$ cat config.mk
export PLATFORM = sky130hd
export DESIGN_NAME = spi_port_ctrl
export DESIGN_NICKNAME = d
export VERILOG_FILES = /design/src/rtl/spi_port_pkg.sv /design/src/rtl/spi_sck_gen.sv /design/src/rtl/spi_shift_core.sv /design/src/rtl/spi_flag_unit.sv /design/src/rtl/spi_port_ctrl.sv
export SDC_FILE = /design/constraint.sdc
export NUM_CORES = 1
export LEC_CHECK = 0
export ABC_AREA = 0
export BUFFER_PORTS_ARGS = -buffer_cell sky130_fd_sc_hd__buf_2
export CORE_ASPECT_RATIO = 0.7
export CORE_MARGIN = 5
export CORE_UTILIZATION = 42
export CTS_CLUSTER_SIZE = 30
export DETAILED_ROUTE_END_ITERATION = 8
export PLACE_DENSITY = 0.64
export SYNTH_ARGS = -nofsm -noshare
export SYNTH_HDL_FRONTEND = slang
export SYNTH_SLANG_ARGS = --single-unit
$ cat constraint.sdc
create_clock -name clk -period 4.5 [get_ports clk]
set_clock_uncertainty 0.05 [all_clocks]
set_input_delay 0.225 -clock clk [delete_from_list [all_inputs] [get_ports clk]]
set_output_delay 0.225 -clock clk [all_outputs]
set_load 0.02 [all_outputs]
$ cat src/rtl/spi_port_pkg.sv
package spi_port_pkg;

  // Register locations
  typedef enum logic [1:0] {
    LOC_CTRL = 2'd0,
    LOC_STAT = 2'd1,
    LOC_DATA = 2'd2
  } loc_e;

  // Control field positions
  localparam int CB_EN   = 0;
  localparam int CB_MST  = 1;
  localparam int CB_LSB  = 2;
  localparam int CB_RATE = 3;   // two bits: CB_RATE+1:CB_RATE

  // Longest SCK level, in system clocks, and the counter that spans it
  localparam int MAX_HALF = 64;
  localparam int HALF_W   = $clog2(MAX_HALF);

  // System clocks per SCK level for each rate code (divider / 2)
  function automatic int unsigned half_period(input logic [1:0] rate);
    case (rate)
      2'd0:    return 2;
      2'd1:    return 8;
      2'd2:    return 32;
      default: return 64;
    endcase
  endfunction

endpackage

$ cat src/rtl/spi_sck_gen.sv
module spi_sck_gen
  import spi_port_pkg::*;
(
  input  logic       clk,
  input  logic       rst_n,
  input  logic       run,
  input  logic [1:0] rate,
  output logic       sck,
  output logic       edge_rise,
  output logic       edge_fall
);
  logic [HALF_W-1:0] cnt;
  logic              tick;

  assign tick      = run && (cnt == HALF_W'(half_period(rate) - 1));
  assign edge_rise = tick & ~sck;
  assign edge_fall = tick & sck;

  always_ff @(posedge clk or negedge rst_n) begin
    if (!rst_n) begin
      cnt <= '0;
      sck <= 1'b0;
    end else if (!run) begin
      cnt <= '0;
      sck <= 1'b0;
    end else if (tick) begin
      cnt <= '0;
      sck <= ~sck;
    end else begin
      cnt <= cnt + 1'b1;
    end
  end
endmodule

$ cat src/rtl/spi_shift_core.sv
module spi_shift_core #(
  parameter int DW = 8,
  localparam int CW = $clog2(DW)
) (
  input  logic          clk,
  input  logic          rst_n,
  input  logic          lsb_first,
  input  logic          load,
  input  logic [DW-1:0] load_data,
  input  logic          start,
  input  logic          sample,
  input  logic          shift,
  input  logic          abort,
  input  logic          rx_in,
  output logic          busy,
  output logic          tx_bit,
  output logic          done,
  output logic [CW-1:0] bit_cnt,
  output logic [DW-1:0] rx_buf
);
  logic [DW-1:0] sreg;
  logic [DW-1:0] nxt;
  logic          in_q;
  logic          shift_ok;

  assign shift_ok = shift & busy;
  assign done     = shift_ok && (bit_cnt == CW'(DW - 1));
  assign tx_bit   = lsb_first ? sreg[0] : sreg[DW-1];

  always_comb begin
    if (lsb_first) nxt = {in_q, sreg[DW-1:1]};
    else           nxt = {sreg[DW-2:0], in_q};
  end

  always_ff @(posedge clk or negedge rst_n) begin
    if (!rst_n) begin
      sreg    <= '0;
      in_q    <= 1'b0;
      busy    <= 1'b0;
      bit_cnt <= '0;
      rx_buf  <= '0;
    end else begin
      if (load)          sreg <= load_data;
      else if (shift_ok) sreg <= nxt;

      if (sample) in_q <= rx_in;

      if (abort || done) begin
        bit_cnt <= '0;
        busy    <= 1'b0;
      end else begin
        if (shift_ok)        bit_cnt <= bit_cnt + 1'b1;
        if (start || sample) busy    <= 1'b1;
      end

      if (done) rx_buf <= nxt;
    end
  end
endmodule

$ cat src/rtl/spi_flag_unit.sv
module spi_flag_unit (
  input  logic clk,
  input  logic rst_n,
  input  logic set_done,
  input  logic set_wcol,
  input  logic stat_rd,
  input  logic data_acc,
  output logic done_f,
  output logic wcol_f
);
  logic armed;
  logic clr;

  assign clr = data_acc & armed;

  always_ff @(posedge clk or negedge rst_n) begin
    if (!rst_n) begin
      armed  <= 1'b0;
      done_f <= 1'b0;
      wcol_f <= 1'b0;
    end else begin
      done_f <= set_done | (done_f & ~clr);
      wcol_f <= set_wcol | (wcol_f & ~clr);
      if (stat_rd)       armed <= done_f | wcol_f;
      else if (data_acc) armed <= 1'b0;
    end
  end
endmodule

$ cat src/rtl/spi_port_ctrl.sv
module spi_port_ctrl
  import spi_port_pkg::*;
#(
  parameter int DATA_W = 8
) (
  input  logic              clk,
  input  logic              rst_n,
  input  logic [1:0]        reg_addr,
  input  logic              reg_wr,
  input  logic              reg_rd,
  input  logic [DATA_W-1:0] reg_wdata,
  output logic [DATA_W-1:0] reg_rdata,
  output logic              irq,
  input  logic              sck_i,
  output logic              sck_o,
  output logic              sck_oe,
  input  logic              ss_n_i,
  input  logic              mosi_i,
  output logic              mosi_o,
  output logic              mosi_oe,
  input  logic              miso_i,
  output logic              miso_o,
  output logic              miso_oe
);
  localparam int CW = $clog2(DATA_W);

  logic [DATA_W-1:0] ctrl_q;
  logic              en, mst, slave_on, lsb_first;
  logic [1:0]        rate;
  logic              data_wr, data_rd, stat_rd;
  logic              busy, tx_bit, xfer_done;
  logic [CW-1:0]     bit_cnt;
  logic [DATA_W-1:0] rx_buf;
  logic              m_rise, m_fall, s_rise, s_fall, sck_q;
  logic              done_f, wcol_f;
  logic              start, collide, abort, rx_in;

  // Control decode
  assign en        = ctrl_q[CB_EN];
  assign mst       = en & ctrl_q[CB_MST];
  assign slave_on  = en & ~ctrl_q[CB_MST];
  assign lsb_first = ctrl_q[CB_LSB];
  assign rate      = ctrl_q[CB_RATE+1:CB_RATE];

  // Register strobes
  assign data_wr = reg_wr && (reg_addr == LOC_DATA);
  assign data_rd = reg_rd && (reg_addr == LOC_DATA);
  assign stat_rd = reg_rd && (reg_addr == LOC_STAT);

  // Named events
  assign start   = data_wr & mst & ~busy;
  assign collide = data_wr & busy;
  assign abort   = ~en | (slave_on & ss_n_i);
  assign rx_in   = mst ? miso_i : mosi_i;
  assign s_rise  = slave_on & ~ss_n_i & sck_i & ~sck_q;
  assign s_fall  = slave_on & ~ss_n_i & ~sck_i & sck_q;

  always_ff @(posedge clk or negedge rst_n) begin
    if (!rst_n) begin
      ctrl_q <= '0;
      sck_q  <= 1'b0;
    end else begin
      if (reg_wr && (reg_addr == LOC_CTRL)) ctrl_q <= reg_wdata;
      sck_q <= sck_i;
    end
  end

  spi_sck_gen u_sck (
    .clk       (clk),
    .rst_n     (rst_n),
    .run       (mst & busy),
    .rate      (rate),
    .sck       (sck_o),
    .edge_rise (m_rise),
    .edge_fall (m_fall)
  );

  spi_shift_core #(.DW(DATA_W)) u_shift (
    .clk       (clk),
    .rst_n     (rst_n),
    .lsb_first (lsb_first),
    .load      (data_wr & ~busy),
    .load_data (reg_wdata),
    .start     (start),
    .sample    (m_rise | s_rise),
    .shift     (m_fall | s_fall),
    .abort     (abort),
    .rx_in     (rx_in),
    .busy      (busy),
    .tx_bit    (tx_bit),
    .done      (xfer_done),
    .bit_cnt   (bit_cnt),
    .rx_buf    (rx_buf)
  );

  spi_flag_unit u_flags (
    .clk      (clk),
    .rst_n    (rst_n),
    .set_done (xfer_done),
    .set_wcol (collide),
    .stat_rd  (stat_rd),
    .data_acc (data_wr | data_rd),
    .done_f   (done_f),
    .wcol_f   (wcol_f)
  );

  // Pins
  assign irq     = done_f;
  assign sck_oe  = mst;
  assign mosi_oe = mst;
  assign mosi_o  = mst & tx_bit;
  assign miso_oe = slave_on & ~ss_n_i;
  assign miso_o  = slave_on & tx_bit;

  // Read mux
  always_comb begin
    reg_rdata = '0;
    case (loc_e'(reg_addr))
      LOC_CTRL: reg_rdata = ctrl_q;
      LOC_STAT: begin
        reg_rdata[DATA_W-1] = done_f;
        reg_rdata[DATA_W-2] = wcol_f;
        reg_rdata[0]        = busy;
      end
      LOC_DATA: reg_rdata = rx_buf;
      default:  reg_rdata = '0;
    endcase
  end
endmodule

# Yosys cells after proc, flatten, opt, wreduce, memory -nomap -nowiden
# Index checks and enable logic that the tools add are counted.
# Widths: inputs -> output; s select.
[classes]
eq_ne = 7
order_cmp = 0
addsub = 3
shifts = 0
n_bitwise = 36
n_mux = 19
n_mul = 0
n_div = 0
n_reduce_logical = 14
[op_table]
columns = ["cell", "count"]
rows = [
  ["$mux 8", 3],
  ["$and 1x1->1", 21],
  ["$pmux 6 s3", 1],
  ["$mux 6", 2],
  ["$pmux 5 s2", 1],
  ["$mux 1", 8],
  ["$not 1->1", 8],
  ["$reduce_bool 2->1", 4],
  ["$or 1x1->1", 7],
  ["$add 6x1->6 const B", 1],
  ["$eq 6x6->1", 1],
  ["$logic_and 1x1->1", 6],
  ["$mux 3", 2],
  ["$pmux 2 s3", 1],
  ["$sub 6x1->6 const B", 1],
  ["$eq 2x1->1 const B", 2],
  ["$eq 2x2->1 const B", 2],
  ["$logic_not 2->1", 2],
  ["$add 3x1->3 const B", 1],
  ["$eq 3x3->1 const B", 1],
  ["$pmux 1 s3", 1],
  ["$logic_or 1x1->1", 2],
  ["$ne 2x2->1 const B", 1],
]
[word_totals]
romBits = 0
latchBits = 0
output_inout_bits = 15
ff_bits = 40
ramBits = 0
word_cells = 91
memories = 0

# Longest topological paths before layout
[depth]
ltp_word = 11
ltp_mapped = 7

# By module
# Synthesis repeated with hierarchy kept, for this count alone.
[unflattened]
cells_unflattened = 205
hier_area_um2 = 2168.3
[by_module_without_submodules]
columns = ["module", "area_per_inst_um2", "cells_per_inst", "n_inst", "seq_area_each_um2"]
rows = [
  ["spi_shift_core", 1027.2, 95, 1, 525.5],
  ["spi_port_ctrl", 604.3, 59, 1, 225.2],
  ["spi_sck_gen", 426.7, 42, 1, 175.2],
  ["spi_flag_unit", 110.1, 9, 1, 75.1],
]

# Least setup slack after synthesis
# Ideal clock, no wire load.
[synth_path]
kind = "register -> register"
startpoint = "register ctrl_q[4]"
endpoint = "register u_shift.rx_buf[0]"
t_arrival_ps = 1948
stages_incl_launch_ff = 6
setup_slack_ps = 2377
required_ps = 4325
cell_sequence = "dfrtp_1 -> a2bb2oi_1 -> o32a_4 -> a2111oi_4 -> o21ai_4 -> mux2_2"
[synth_between]
elab_chain_cells = 9
[synth_lines]
columns = ["element", "line", "rtl"]
rows = [
  ["start: declaration", "spi_port_ctrl.sv:27", "logic [DATA_W-1:0] ctrl_q;"],
  ["start signal: assignment", "spi_port_ctrl.sv:63", "if (reg_wr && (reg_addr == LOC_CTRL)) ctrl_q <= reg_wdata;"],
  ["$eq 2x2->1, or another cell as far along", "spi_port_pkg.sv:22", "case (rate)"],
  ["$pmux 6 s3 (*)", "spi_port_pkg.sv:22", ""],
  ["$sub 6x1->6 (*)", "spi_sck_gen.sv:15", "assign tick = run && (cnt == HALF_W'(half_period(rate) - 1));"],
  ["$eq 6x6->1 (*)", "spi_sck_gen.sv:15", ""],
  ["$logic_and 1x1->1 (*)", "spi_sck_gen.sv:15", ""],
  ["$and 1x1->1 (*)", "spi_sck_gen.sv:17", "assign edge_fall = tick & sck;"],
  ["$or 1x1->1 (*)", "spi_port_ctrl.sv:86", ".shift (m_fall | s_fall),"],
  ["$and 1x1->1 (*)", "spi_shift_core.sv:26", "assign shift_ok = shift & busy;"],
  ["$logic_and 1x1->1 (*)", "spi_shift_core.sv:27", "assign done = shift_ok && (bit_cnt == CW'(DW - 1));"],
  ["end signal: assignment", "spi_shift_core.sv:56", "if (done) rx_buf <= nxt;"],
  ["end: declaration", "spi_shift_core.sv:19", "output logic [DW-1:0] rx_buf"],
]
# Mark *: on every way between the ends. The rest lies on a longest branch, timed or not.
# A chain may end at the register's enable or synchronous reset.

# Final worst setup path
[layout_path]
startpoint = "register ctrl_q[4]"
endpoint = "register u_shift.rx_buf[2]"
# The elaborated chain is that of the path after synthesis.

==> impl_metrics.tcl <==
set metrics [dict create \
    dr_total_vias 1640 \
    yosys-top-cells-area "dfrtp_1, mux2_2, mux2i_1, nand2_1, nor2_1" \
    grt_remaining_overflow 0 \
    yosysTopAreaCellShare_pct 46.4 \
    remaining_drc_errors 0 \
    yosysWarnings 0 \
    cp-end-kind "flip-flop" \
    synth_edf_count 0 \
    post-route-period-util_pct 52.1 \
    cts_tree "yes" \
    rsz0062_at_grt "false" \
    num-nets-final 260 \
    insertion_delay_ns 0.29 \
    cts_buffer_depth 2 \
    pin_count 33 \
    yosysTopAreaCell "dfrtp_1" \
    reg2reg_slack_ns 2.16 \
    worstPathArrival_ns 2.48 \
    antennaDiodeCount 0 \
    core_sq_mm 0.00489 \
    regToRegStartpoint "ctrl_q[4]" \
    cts_setup_buffers 0 \
    yosysSeqAreaShare_pct 46.4 \
    required_ns 4.63 \
    max_clock_freq_ghz 0.426 \
    status "finished clean" \
    dp_hpwl_mm 3.55 \
    drt-wirelength-per-cell_um 15.6 \
    min_path_type "in -> async" \
    drive_gt1_share_pct 29.6 \
    synthesis.nets 228 \
    start_util_pct 44.1 \
    r2r-end "u_shift.rx_buf[2]" \
    ctsHoldBuffers 0 \
    place_congestion 0.856 \
    ys_ff_latch 40 \
    grt_max_degree 41 \
    worst_slew_pin_slew_ns 0.966 \
    syn_area_sq_mm 0.00216 \
    crit_fanout 10 \
    clkTransAtPathRegs_ns 0.08 \
    synth_cell_type_count 38 \
    leakage_nw 1.15 \
    die_w_um 95.6 \
    setup.worst_path.class "reg -> reg" \
    routed_wl_mm 4.82 \
    start_kind "flip-flop" \
    min_period_ns 2.34 \
    cts_made_buffers 5 \
    syn_avg_cell_area_sq_um 10.4 \
    via_per_inst 5.31 \
    final-max-slew-violation-count 0 \
    clock_sinks 40 \
    htree_levels 2 \
    tns_ns 0 \
    post_cts_resized 0 \
    grtUsageTotal_pct 15.2 \
    async_flop_share_pct 100 \
    hold_viol_final 0 \
    cts_root_buf "clkbuf_8" \
    route.antenna.remaining_nets 0 \
    ys.flop_type "dfrtp_1" \
    setup_violations 0 \
    drt_iter0_markers 83 \
    grt_pass1_wl_mm 8.02 \
    antenna_found_initial 0 \
    power.total_mw 1.00 \
    maxSlewHeadroom_pct 35.4 \
    syn_inst 207 \
    port_buffers 32 \
    firstDrtPassIters 4 \
    die_h_um 69.9 \
    ff2ff_path_depth 5 \
    maxCapViolCount 0 \
    pre_cts_slack_ns 2.18 \
    grt_pass1_vias 1630 \
    power_density_mw_per_mm2 396 \
    rows 21 \
    dieArea_sq_mm 0.00669 \
    syn2layout_area_growth_pct 17.5 \
    setup_ws_ns 2.16 \
    vdd_drop_max_v 0.000185 \
]
==> kinds of logic (layout without fill, tap and decap cells) <==
kind of cell | after synthesis | count (layout) | synth area share (%)
compound gates | 38 | 38 | 13.4
mux | 34 | 34 | 17.2
buf+inv | 13 | 46 | 2.50
xor+xnor | 6 | 6 | 2.44
fa+ha+maj | 3 | 3 | 1.74
flops | 40 | 40 | 46.4
simple gates | 73 | 73 | 16.3
==> cell type report <==
| cell class | count | area (sq um) |
|---|---|---|
| Sequential cell | 40 | 1000 |
| Tap cell | 69 | 86.3 |
| Timing Repair Buffer | 33 | 168 |
| Fill cell | 480 | 2350 |
| Clock buffer | 5 | 68.8 |
| Inverter | 5 | 18.8 |
| Clock inverter | 3 | 90.1 |
| Multi-Input combinational cell | 154 | 1100 |
==> worst max-delay path by stage <==
stage	cells after the start	end	start
floorplan	5	u_shift.rx_buf[0]	ctrl_q[4]
global placement	5	u_shift.rx_buf[5]	ctrl_q[4]
detailed placement	5	u_shift.rx_buf[2]	ctrl_q[4]
CTS	5	u_shift.rx_buf[5]	ctrl_q[4]
global route	5	u_shift.rx_buf[5]	ctrl_q[4]
finish	5	u_shift.rx_buf[2]	ctrl_q[4]
==> per-stage QoR <==
step	utilization (%)	hold slack, ns	instance area [sq um]	instances
global route	51.8	0.0355	2530	309
floorplan	-	-0.121	2160	207
finish	51.8	0.000374	2530	309
CTS	51.8	0.0357	2530	309
global placement	48.6	0.329	2370	301
detailed placement	48.6	0.336	2370	301
==> critical path: stages (launching register included) <==
cell       delay (ns)
dfrtp_1          0.45
a2bb2oi_1        0.18
o32a_4           0.34
a2111oi_4        0.69
o21ai_4          0.21
mux2_2           0.32
==> synth_stat cells (2+ instances only) <==
| library cell | instances |
|---|---|
| nand3_1 | 6 |
| o21ai_0 | 9 |
| nor3b_1 | 2 |
| clkbuf_1 | 4 |
| buf_1 | 2 |
| nor2_1 | 20 |
| o31ai_1 | 9 |
| nand2b_1 | 2 |
| mux2_2 | 25 |
| nor3_1 | 8 |
| or2b_1 | 2 |
| nand3b_1 | 2 |
| inv_1 | 5 |
| a21oi_1 | 11 |
| dfrtp_1 | 40 |
| xnor2_1 | 5 |
| mux2i_1 | 9 |
| nand2_1 | 21 |
| ha_1 | 3 |
| nand4_1 | 4 |
==> where the power goes <==
part	switching (mW)	total (mW)	leakage, nW	internal, mW
registers	0.0388	0.433	0.525	0.394
clock network	0.129	0.406	0.0784	0.277
logic	0.0845	0.163	0.547	0.0790
==> sequential cells by signal, indices dropped and copies added (netlist names) <==
register	cells
sck_q	1
u_shift.rx_buf	8
u_flags.done_f	1
u_sck.cnt	6
ctrl_q	8
u_shift.in_q	1
u_shift.bit_cnt	3
u_flags.wcol_f	1
u_shift.busy	1
u_flags.armed	1
u_sck.sck	1
u_shift.sreg	8
==> layout by cell type, fill, tap and decap left out, types with 6 or more instances in the layout <==
cell	n
dfrtp_1	40
buf_2	32
mux2_2	25
nand2_1	21
nor2_1	20
a21oi_1	11
mux2i_1	9
o21ai_0	9
o31ai_1	9
nor3_1	8
nand3_1	6
==> layer usage <==
metal,up-vias,GRT usage [%],part of all wire (%)
met4,0,2.84,0.39
met1,783,23.4,51
li1,806,-,-
met2,49,21.6,41
met3,2,3.43,7.2
met5,-,0,0
Power figures use the tool's default switching activity.
